$ cat src/rtl/cbc_pkg.sv
package cbc_pkg;
  parameter int unsigned LOW_W  = 5;
  parameter int unsigned HIGH_W = 2;
  parameter int unsigned BANK_W = LOW_W + HIGH_W;
  parameter logic [3:0]  UNLOCK_KEY = 4'hA;

  // field select = addr[14:13] inside the ROM space
  typedef enum logic [1:0] {
    SEL_RAM_EN = 2'd0,
    SEL_LOW    = 2'd1,
    SEL_HIGH   = 2'd2,
    SEL_MODE   = 2'd3
  } field_sel_e;

  typedef struct packed {
    logic              ram_en;
    logic [LOW_W-1:0]  low;
    logic [HIGH_W-1:0] high;
    logic              mode;
  } bank_regs_t;
endpackage

$ cat src/rtl/cbc_reg_file.sv
module cbc_reg_file
  import cbc_pkg::*;
(
  input  logic        clk_i,
  input  logic        rst_ni,
  input  logic [15:0] addr_i,
  input  logic [7:0]  wdata_i,
  input  logic        wr_i,
  output bank_regs_t  regs_o
);
  bank_regs_t regs_q;
  logic       rom_wr;
  field_sel_e sel;

  assign rom_wr = wr_i && !addr_i[15];
  assign sel    = field_sel_e'(addr_i[14:13]);

  always_ff @(posedge clk_i or negedge rst_ni) begin
    if (!rst_ni) begin
      regs_q <= '{ram_en: 1'b0, low: '0, high: '0, mode: 1'b0};
    end else if (rom_wr) begin
      unique case (sel)
        SEL_RAM_EN: regs_q.ram_en <= (wdata_i[3:0] == UNLOCK_KEY);
        SEL_LOW:    regs_q.low    <= wdata_i[LOW_W-1:0];
        SEL_HIGH:   regs_q.high   <= wdata_i[HIGH_W-1:0];
        SEL_MODE:   regs_q.mode   <= wdata_i[0];
        default:    regs_q        <= regs_q;
      endcase
    end
  end

  assign regs_o = regs_q;

  a_r2_unlock: assert property (@(posedge clk_i) disable iff (!rst_ni)
    (wr_i && addr_i[15:13] == 3'b000 && wdata_i[3:0] == 4'hA) |=> regs_o.ram_en);
  a_r2_lock: assert property (@(posedge clk_i) disable iff (!rst_ni)
    (wr_i && addr_i[15:13] == 3'b000 && wdata_i[3:0] != 4'hA) |=> !regs_o.ram_en);
  a_r11_high_writes_ignored: assert property (@(posedge clk_i) disable iff (!rst_ni)
    (wr_i && addr_i[15]) |=> $stable(regs_o));
  a_r5_mode_load: assert property (@(posedge clk_i) disable iff (!rst_ni)
    (wr_i && addr_i[15:13] == 3'b011) |=> regs_o.mode == $past(wdata_i[0]));
endmodule

$ cat src/rtl/cbc_addr_map.sv
module cbc_addr_map
  import cbc_pkg::*;
(
  input  logic              clk_i,
  input  logic              rst_ni,
  input  logic [15:0]       addr_i,
  input  logic              wr_i,
  input  logic              rd_i,
  input  bank_regs_t        regs_i,
  output logic [BANK_W-1:0] rom_bank_o,
  output logic [HIGH_W-1:0] ram_bank_o,
  output logic              ram_cs_o,
  output logic              rdata_oe_o,
  output logic [7:0]        rdata_o
);
  logic              in_fixed, in_switch, in_ram, access;
  logic [LOW_W-1:0]  low_eff;
  logic [HIGH_W-1:0] rom_hi;

  assign in_fixed  = addr_i[15:14] == 2'b00;
  assign in_switch = addr_i[15:14] == 2'b01;
  assign in_ram    = addr_i[15:13] == 3'b101;
  assign access    = rd_i || wr_i;

  // zero in the low field never reaches the window
  assign low_eff = (regs_i.low == '0) ? LOW_W'(1) : regs_i.low;
  assign rom_hi  = regs_i.mode ? '0 : regs_i.high;

  always_comb begin
    rom_bank_o = '0;
    if (in_switch) rom_bank_o = {rom_hi, low_eff};
  end

  assign ram_bank_o = regs_i.mode ? regs_i.high : '0;
  assign ram_cs_o   = in_ram && access && regs_i.ram_en;
  assign rdata_oe_o = in_ram && rd_i && !regs_i.ram_en;
  assign rdata_o    = rdata_oe_o ? 8'hFF : 8'h00;

  a_r6_fixed_bank0: assert property (@(posedge clk_i) disable iff (!rst_ni)
    in_fixed |-> rom_bank_o == '0);
  a_r3_window_nonzero_low: assert property (@(posedge clk_i) disable iff (!rst_ni)
    in_switch |-> rom_bank_o[LOW_W-1:0] != '0);
  a_r9_cs_in_ram_window: assert property (@(posedge clk_i) disable iff (!rst_ni)
    ram_cs_o |-> (addr_i[15:13] == 3'b101 && regs_i.ram_en));
  a_r10_cs_oe_exclusive: assert property (@(posedge clk_i) disable iff (!rst_ni)
    !(ram_cs_o && rdata_oe_o));
endmodule

$ cat src/rtl/cart_bank_ctrl.sv
module cart_bank_ctrl
  import cbc_pkg::*;
(
  input  logic        clk_i,
  input  logic        rst_ni,
  input  logic [15:0] addr_i,
  input  logic [7:0]  wdata_i,
  input  logic        wr_i,
  input  logic        rd_i,
  output logic [6:0]  rom_bank_o,
  output logic [1:0]  ram_bank_o,
  output logic        ram_cs_o,
  output logic        rdata_oe_o,
  output logic [7:0]  rdata_o
);
  bank_regs_t regs;

  cbc_reg_file u_regs (
    .clk_i   (clk_i),
    .rst_ni  (rst_ni),
    .addr_i  (addr_i),
    .wdata_i (wdata_i),
    .wr_i    (wr_i),
    .regs_o  (regs)
  );

  cbc_addr_map u_map (
    .clk_i      (clk_i),
    .rst_ni     (rst_ni),
    .addr_i     (addr_i),
    .wr_i       (wr_i),
    .rd_i       (rd_i),
    .regs_i     (regs),
    .rom_bank_o (rom_bank_o),
    .ram_bank_o (ram_bank_o),
    .ram_cs_o   (ram_cs_o),
    .rdata_oe_o (rdata_oe_o),
    .rdata_o    (rdata_o)
  );

  a_r8_ram_bank_mode0: assert property (@(posedge clk_i) disable iff (!rst_ni)
    !regs.mode |-> ram_bank_o == 2'b00);
  a_r7_mode1_rom_upper_zero: assert property (@(posedge clk_i) disable iff (!rst_ni)
    regs.mode |-> rom_bank_o[6:5] == 2'b00);
endmodule

$ cat config.mk
export PLATFORM = sky130hd
export DESIGN_NAME = cart_bank_ctrl
export DESIGN_NICKNAME = d
export VERILOG_FILES = /design/src/rtl/cbc_pkg.sv /design/src/rtl/cbc_reg_file.sv /design/src/rtl/cbc_addr_map.sv /design/src/rtl/cart_bank_ctrl.sv
export SDC_FILE = /design/constraint.sdc
export NUM_CORES = 1
export LEC_CHECK = 0
export BUFFER_PORTS_ARGS = -buffer_cell sky130_fd_sc_hd__buf_4
export CAP_MARGIN = 5
export CORE_MARGIN = 3
export CORE_UTILIZATION = 39
export CTS_BUF_LIST = sky130_fd_sc_hd__clkbuf_16
export DETAILED_ROUTE_END_ITERATION = 10
export PLACE_DENSITY = 0.81
export SLEW_MARGIN = 30
export SYNTH_ARGS = -nofsm -noshare
export SYNTH_HDL_FRONTEND = slang
export SYNTH_SLANG_ARGS = --single-unit
$ cat constraint.sdc
create_clock -name clk_i -period 1.8 [get_ports clk_i]
set_input_delay 0.09 -clock clk_i [delete_from_list [all_inputs] [get_ports clk_i]]
set_output_delay 0.09 -clock clk_i [all_outputs]
set_load 0.01 [all_outputs]
==> reports/qor.txt, run 1 <==
WORST HOLD PATH
------------------------------------------------------------------------------------------
Worst Hold Path Cells                                                                    2
Min-Delay Startpoint                                                            wdata_i[4]
Worst hold endpoint                                                           u_regs.regs_o[7]
HP Class                                                                         in -> reg

JOB
------------------------------------------------------------------------------------------
Number of maximum-capacitance violations                                                 0

SYNTH
------------------------------------------------------------------------------------------
Post-synthesis cell type with the largest combined area                       sky130_fd_sc_hd__dfrtp_1
Syn_nets                                                                                74
Post-synth design cell area                                                        563 um2
Proportion of synthesized chip area in sequential cells                              40.0%
Count of cell types in the netlist                                                      18
Number of instances in the synthesized netlist                                          46
Synth warn                                                                               0
Post-Syn Area per Cell                                                            12.2 um2
Portion of synthesized cell area occupied by the leading cell type                   40.0%
Register bit total from synthesis                                                        9
Largest cells by area after synthesis                                         sky130_fd_sc_hd__dfrtp_1 (40%), sky130_fd_sc_hd__mux2_4 (13%), sky130_fd_sc_hd__buf_4 (11%)

TIMING
------------------------------------------------------------------------------------------
Final Skew                                                                            0 ns
Min Clock Period, post-route                                                       1.25 ns
Pins over their slew limit                                                               0
Final critical-path share of the clock period                                        69.3%
Headroom to the max-slew limit                                                       81.6%
Least-Margin Pin Slew                                                             0.272 ns
Final setup slack of the worst path                                               0.553 ns
Maximum frequency from static timing analysis                                      802 MHz
Unrepaired setup endpoints after global routing                                         no
Final count of negative-setup-slack endpoints                                            0
Fin. Hold Viols                                                                          0
Final TNS setup                                                                       0 ns

LAYOUT
------------------------------------------------------------------------------------------
Max reg flops                                                                            9
Synthesis-to-finish area growth                                                      49.8%
Final design instance area without fill                                            843 um2
Footprint of the multi-input gates                                                 278 um2
Final core utilization                                                               63.2%
Share of post-route cells with drive strength above 1                                60.8%
Flip-flop and latch area                                                           225 um2
Number of inserted diodes                                                                0
Final-layout fill cell count                                                           103
Total Nets Final                                                                       103

SETUP PATH
------------------------------------------------------------------------------------------
Crit path DAT                                                                      1.16 ns
Required @ worst endpoint                                                          1.71 ns
FF-to-FF setup slack                                                               1.00 ns
Kind of start point of the critical path                                         flip-flop
Maximum fanout encountered on the critical timing path                                   3
Capturing element type of the critical path                                   primary output
Number of cells on the worst reg-to-reg path                                             1
Terminus of the critical flop-to-flop path                                    u_regs.regs_o[4]
Launching point of the worst reg2reg path                                     u_regs.regs_o[4]
Critical path start-end classification                                          reg -> out

ROUTE
------------------------------------------------------------------------------------------
DRT antenna net count                                                                    0
Per-cell routed wire length                                                        14.8 um
Sum of met2 wire segment lengths after detailed routing                             694 um
Vias after detailed routing                                                            441
Initial detailed-routing violation count                                                 2
Drc violations                                                                           0
WL met3                                                                              73 um
Wire length on met1                                                                 512 um
Number of iterations in the first detailed-routing pass                                  4
Average via count per standard cell                                                   4.96
Overall routed net length                                                          1310 um
Uppermost layer routed                                                                met4

OUTCOME
------------------------------------------------------------------------------------------
Run status                                                                    complete, no violations

CLOCK NETWORK
------------------------------------------------------------------------------------------
TritonCTS clock tree                                                                  done
Insertion delay of the later-clocked pin in the worst-skew pair                    0.24 ns
Number of clock buffers inserted by TritonCTS                                            3
Resize count post-CTS                                                                    0
Buffers inserted during post-CTS setup optimization                                      0
CTS max path bufs                                                                        2
Clock edge transition at the registers on the reported setup and hold paths        0.04 ns
Number of clock sinks                                                                    9
Maximum level of the CTS H-tree                                                          1
Root buffer selected by CTS                                                   sky130_fd_sc_hd__clkbuf_16
Hold-fix buffers, CTS                                                                    1

PWR
------------------------------------------------------------------------------------------
Proportion of power drawn by flip-flops and latches                                  33.1%
Worst-case vdd ir drop                                                            0.772 mV
Leakage                                                                        0.000427 uW
P per Cell Area                                                                 992 nW/um2
Combinational power share                                                            20.7%
Switching part of the total                                                          22.5%
Int Pwr                                                                             648 uW
Power spent charging and discharging nets                                           189 uW
Power share of the clock group                                                       46.2%

DIE
------------------------------------------------------------------------------------------
Starting utilization of the core area                                                42.2%
Area inside the core boundary                                                     1330 um2
Floorplan die area                                                                1940 um2
Total I/O pin count                                                                     47
Floorplan die height                                                               44.0 um
Number of cell rows                                                                     13
Chip Width                                                                         44.0 um

GLOBAL ROUTE
------------------------------------------------------------------------------------------
Grt total ovfl                                                                           0
GRT Util Overall                                                                     15.7%
First-pass GRT wire length                                                         2080 um
Largest net degree at the start of global routing                                       10
Antenna violations before repair                                                         0
Via count of the first global-routing pass                                             439

PLACE
------------------------------------------------------------------------------------------
Total cell area at the placement stage                                             754 um2
Number of buffer cells added on primary ports                                           30
Routability-driven placement congestion ratio                                        0.709
Pre-CTS setup slack                                                               0.741 ns

cells by family after synthesis:
logic type | Yosys count | synth area share (%)
flops | 9 | 40.0
buf+inv | 8 | 10.7
compound gates | 2 | 2.22
mux | 9 | 21.3
simple gates | 18 | 25.8
layer usage:
layer | up-vias | track usage [%]
li1 | 213 | -
met1 | 211 | 16.5
met2 | 13 | 27.0
met3 | 4 | 4.98
met4 | 0 | 9.04
met5 | - | 0
layout make-up:
type	instances	share of cell area [%]
Sequential cell	9	26.7
Timing Repair Buffer	32	28.8
Clock inverter	1	0.445
Clock buffer	3	8.90
Multi-Input combinational cell	29	32.9
Tap cell	15	2.23
critical path, stage by stage (launching register included):
cell and delay (ns):
sky130_fd_sc_hd__dfrtp_1 0.38, sky130_fd_sc_hd__nor4_1 0.29, sky130_fd_sc_hd__o21a_1 0.14, sky130_fd_sc_hd__buf_4 0.11
synthesized netlist by cell type, drive strengths merged:
master  instances
dfrtp           9
mux2            9
buf             8
and2            6
and3b           2
and4bb          2
and2b           1
nand3b          1
nand4b          1
nor2            1
nor3b           1
nor4            1
nor4b           1
nor4bb          1
o21a            1
o21ai           1
power groups by stage:
| stage | Sequential, uW | Combinational (uW) | Clock (uW) |
|---|---|---|---|
| after floorplan | 267 | 103 | 0 |
| after global placement | 275 | 166 | 0 |
| after detailed placement | 279 | 173 | 0 |
| after CTS | 276 | 176 | 394 |
| after global routing | 283 | 187 | 404 |
| final | 277 | 173 | 387 |
stage by stage:
step	instances	hold slack, ns	power [uW]
after floorplan	46	-0.206	370
after global placement	84	-0.0837	441
after detailed placement	84	-0.0774	451
after CTS	89	0.0845	846
after global routing	89	0.0929	874
final	89	0.0864	837
cell usage in the layout (no fill, tap or decap):
| cell | count |
|---|---|
| sky130_fd_sc_hd__buf_4 | 31 |
| sky130_fd_sc_hd__dfrtp_1 | 9 |
| sky130_fd_sc_hd__and2_1 | 6 |
| sky130_fd_sc_hd__mux2_4 | 5 |
| sky130_fd_sc_hd__mux2_2 | 4 |
| sky130_fd_sc_hd__clkbuf_16 | 3 |
| sky130_fd_sc_hd__and3b_1 | 2 |
| sky130_fd_sc_hd__and2b_2 | 1 |
| sky130_fd_sc_hd__nor4_1 | 1 |
| sky130_fd_sc_hd__o21a_1 | 1 |
| sky130_fd_sc_hd__nand3b_1 | 1 |
| sky130_fd_sc_hd__o21ai_0 | 1 |
| sky130_fd_sc_hd__nor2_1 | 1 |
| sky130_fd_sc_hd__nor3b_1 | 1 |
| sky130_fd_sc_hd__nor4bb_1 | 1 |
| sky130_fd_sc_hd__nor4b_1 | 1 |
| sky130_fd_sc_hd__and4bb_1 | 1 |
| sky130_fd_sc_hd__and4bb_4 | 1 |
| sky130_fd_sc_hd__nand4b_1 | 1 |
| sky130_fd_sc_hd__inv_1 | 1 |
| sky130_fd_sc_hd__dlygate4sd3_1 | 1 |
worst max-delay path by stage:
stage / endpoint / depth (start not counted) / slack [ns] / from
finish: rom_bank_o[0] / 3 / 0.55 / u_regs.regs_o[6]
detailed placement: u_regs.regs_o[4] / 3 / 0.74 / addr_i[15]
floorplan: rdata_o[0] / 2 / 0.34 / u_regs.regs_o[8]
CTS: rom_bank_o[0] / 3 / 0.55 / u_regs.regs_o[6]
global placement: u_regs.regs_o[7] / 3 / 0.75 / addr_i[15]
global route: rom_bank_o[0] / 3 / 0.51 / u_regs.regs_o[6]
(Power assumes the default switching activity.)
==> inputs of run 2 (changes only) <==
--- a/config.mk
+++ b/config.mk
@@ -8,10 +8,10 @@
 export BUFFER_PORTS_ARGS = -buffer_cell sky130_fd_sc_hd__buf_4
 export CAP_MARGIN = 5
 export CORE_MARGIN = 3
-export CORE_UTILIZATION = 39
+export CORE_UTILIZATION = 33
 export CTS_BUF_LIST = sky130_fd_sc_hd__clkbuf_16
 export DETAILED_ROUTE_END_ITERATION = 10
-export PLACE_DENSITY = 0.81
+export PLACE_DENSITY = 0.73
 export SLEW_MARGIN = 30
 export SYNTH_ARGS = -nofsm -noshare
 export SYNTH_HDL_FRONTEND = slang
==> constraint.sdc (replaced) <==
create_clock -name clk_i -period 1.03 [get_ports clk_i]
set_input_delay 0.0515 -clock clk_i [delete_from_list [all_inputs] [get_ports clk_i]]
set_output_delay 0.0515 -clock clk_i [all_outputs]
set_load 0.01 [all_outputs]
==> reports/qor.txt, run 2 (synthesized netlist as in run 1, its figures left out) <==
TIMING
------------------------------------------------------------------------------------------
Final Skew                                                                            0 ns   unchanged
Final setup slack of the worst path                                              -0.161 ns   -0.714 ns
Pins over their slew limit                                                               0   unchanged
Fin. Hold Viols                                                                          0   unchanged
Maximum frequency from static timing analysis                                      840 MHz
Least-Margin Pin Slew                                                             0.380 ns   +0.109 ns
Headroom to the max-slew limit                                                       74.3%   -7.3 points
Unrepaired setup endpoints after global routing                                        yes
Final critical-path share of the clock period                                         116%
Final-layout worst hold slack                                                    0.0512 ns   -0.0352 ns
Final count of negative-setup-slack endpoints                                           13   +13
Min Clock Period, post-route                                                       1.19 ns

DIE
------------------------------------------------------------------------------------------
Floorplan die height                                                               47.3 um   +7.5%
Floorplan die area                                                                2240 um2   +16%
Area inside the core boundary                                                     1560 um2   +17%
Starting utilization of the core area                                                36.1%   -6.1 points
Number of cell rows                                                                     14   +1
Total I/O pin count                                                                     47   unchanged
Chip Width                                                                         47.3 um   +7.5%

LAYOUT
------------------------------------------------------------------------------------------
Number of inserted diodes                                                                0   unchanged
Footprint of the multi-input gates                                                 299 um2   +7.7%
Final cell count without fillers                                                        95   +6.7%
Most common cell after layout, fill and taps aside                            sky130_fd_sc_hd__buf_4
Share of post-route cells with drive strength above 1                                67.1%   +6.3 points
Most used cells in the layout excluding fill and tap cells                    sky130_fd_sc_hd__buf_4 (23), sky130_fd_sc_hd__buf_6 (13), sky130_fd_sc_hd__dfrtp_1 (9)
Final core utilization                                                               61.1%   -2.2 points
Total Nets Final                                                                       108   +4.9%
Final-layout fill cell count                                                           121   +17%
Max reg flops                                                                            9   unchanged
Flip-flop and latch area                                                           225 um2   unchanged
Synthesis-to-finish area growth                                                      69.1%

PWR
------------------------------------------------------------------------------------------
Int Pwr                                                                            1190 uW   +83%
Worst-case vdd ir drop                                                            0.912 mV   +18%
Combinational power share                                                            24.7%   +4.0 points
Power share of the clock group                                                       43.6%   -2.6 points
P per Cell Area                                                                1610 nW/um2   +62%
Leakage                                                                        0.000466 uW   +9.3%
Switching part of the total                                                          22.4%   -0.11 points
Proportion of power drawn by flip-flops and latches                                  31.7%   -1.4 points
Power spent charging and discharging nets                                           343 uW   +82%

CLOCK NETWORK
------------------------------------------------------------------------------------------
Maximum level of the CTS H-tree                                                          1   unchanged
Number of clock buffers inserted by TritonCTS                                            3   unchanged
TritonCTS clock tree                                                                  done
Root buffer selected by CTS                                                   sky130_fd_sc_hd__clkbuf_16
Number of clock sinks                                                                    9   unchanged
CTS max path bufs                                                                        2   unchanged
Insertion delay of the later-clocked pin in the worst-skew pair                    0.23 ns   about the same
Clock edge transition at the registers on the reported setup and hold paths        0.04 ns   about the same

GLOBAL ROUTE
------------------------------------------------------------------------------------------
GRT Util Overall                                                                     14.9%   -0.78 points
Via count of the first global-routing pass                                             470   +7.1%
Largest net degree at the start of global routing                                       10   unchanged
First-pass GRT wire length                                                         2210 um   +6.3%
Antenna violations before repair                                                         0   unchanged
Grt total ovfl                                                                           0   unchanged

ROUTE
------------------------------------------------------------------------------------------
Per-cell routed wire length                                                        15.3 um   +3.7%
DRT antenna net count                                                                    0   unchanged
Average via count per standard cell                                                   4.93   -0.58%
Overall routed net length                                                          1460 um   +11%
Initial detailed-routing violation count                                                13   +11
Vias after detailed routing                                                            468   +6.1%
Drc violations                                                                           0   unchanged
Number of iterations in the first detailed-routing pass                                  2   -2

PLACE
------------------------------------------------------------------------------------------
Routability-driven placement congestion ratio                                        0.678   -4.4%
Number of buffer cells added on primary ports                                           30   unchanged
Number of placed instances, taps included                                               85   +1.2%
Detail Placement HPWL                                                               938 um
Pre-CTS setup slack                                                             0.00681 ns   -0.734 ns

SETUP PATH
------------------------------------------------------------------------------------------
Kind of start point of the critical path                                         flip-flop
Longest individual stage delay on the worst path                                   0.40 ns   +0.02 ns
Crit path DAT                                                                      1.14 ns   -0.02 ns
Capturing element type of the critical path                                   primary output
Critical path cell sequence                                                   nor4_2 > o21a_1 > buf_4
Maximum fanout encountered on the critical timing path                                   2   -1
Critical path start-end classification                                          reg -> out
Critical-path top delay cell                                                  sky130_fd_sc_hd__dfrtp_1
Required @ worst endpoint                                                          0.98 ns   -0.73 ns

OUTCOME
------------------------------------------------------------------------------------------
Run status                                                                    complete, but fails checks
Violated checks                                                               setup timing

WORST HOLD PATH
------------------------------------------------------------------------------------------
HP Class                                                                         in -> reg

JOB
------------------------------------------------------------------------------------------
Number of maximum-capacitance violations                                                 0   unchanged

## run 2: area by class of cell
| class | instances | share of cell area [%] |
|---|---|---|
| clock inverter | 1 | 0.394 |
| sequential | 9 | 23.7 |
| timing repair buffer | 37 | 34.6 |
| tap | 16 | 2.10 |
| clock buffer | 3 | 7.88 |
| multi-input combinational | 29 | 31.4 |
## run 2: repair_timing
item	4_1_cts	5_1_grt
gates resized for setup	15	1
setup buffers	4	1
hold buffers	1	0
endpoints found under the hold margin	9	0
setup endpoints to repair	11	15
pin swaps	3	1
## run 2: power groups by stage
| stage | Clock, uW | Combinational (uW) | Sequential [uW] |
|---|---|---|---|
| 6_report | 666 | 378 | 485 |
| 5_1_grt | 695 | 406 | 494 |
| 4_1_cts | 678 | 361 | 487 |
| 3_5_place_dp | 0 | 305 | 487 |
| 3_3_place_gp | 0 | 297 | 483 |
| 2_1_floorplan | 0 | 183 | 468 |
## run 2: metal layers
metal	vias up	wire length (um)	GRT usage (%)
met1	232	512	15.9
met4	0	27	8.29
li1	222	-	-
met5	-	0	0
met2	12	857	26.5
met3	2	58	3.45
## run 2: worst max-delay path, delay by kind of cell (launching register included)
kind | cells | cell delay [ns]
buffers and inverters | 1 | 0.11
AOI/OAI and AO/OA | 1 | 0.14
and+or+nand+nor | 1 | 0.26
DFF | 1 | 0.40
## run 2: final timing paths
path | from | end | slack [ns] | cells past startpoint
max | u_regs.regs_o[5] | rom_bank_o[0] | -0.16 | 3
min | wdata_i[4] | u_regs.regs_o[7] | 0.05 | 2
max reg2reg | u_regs.regs_o[5] | u_regs.regs_o[5] | 0 | 3
min reg2reg | u_regs.regs_o[3] | u_regs.regs_o[3] | 0.51 | 1
max in group asynchronous | rst_ni | u_regs.regs_o[0] | 0.70 | 2
min in group asynchronous | rst_ni | u_regs.regs_o[7] | 0.19 | 2
## run 2: metrics by stage
step / setup TNS, ns / power [uW] / area [um2]
after floorplan: 0 / 651 / 574
after global placement: 0 / 780 / 767
after detailed placement: 0 / 792 / 767
after CTS: -1.49 / 1530 / 941
after global routing: -2.01 / 1600 / 952
final: -1.52 / 1530 / 952
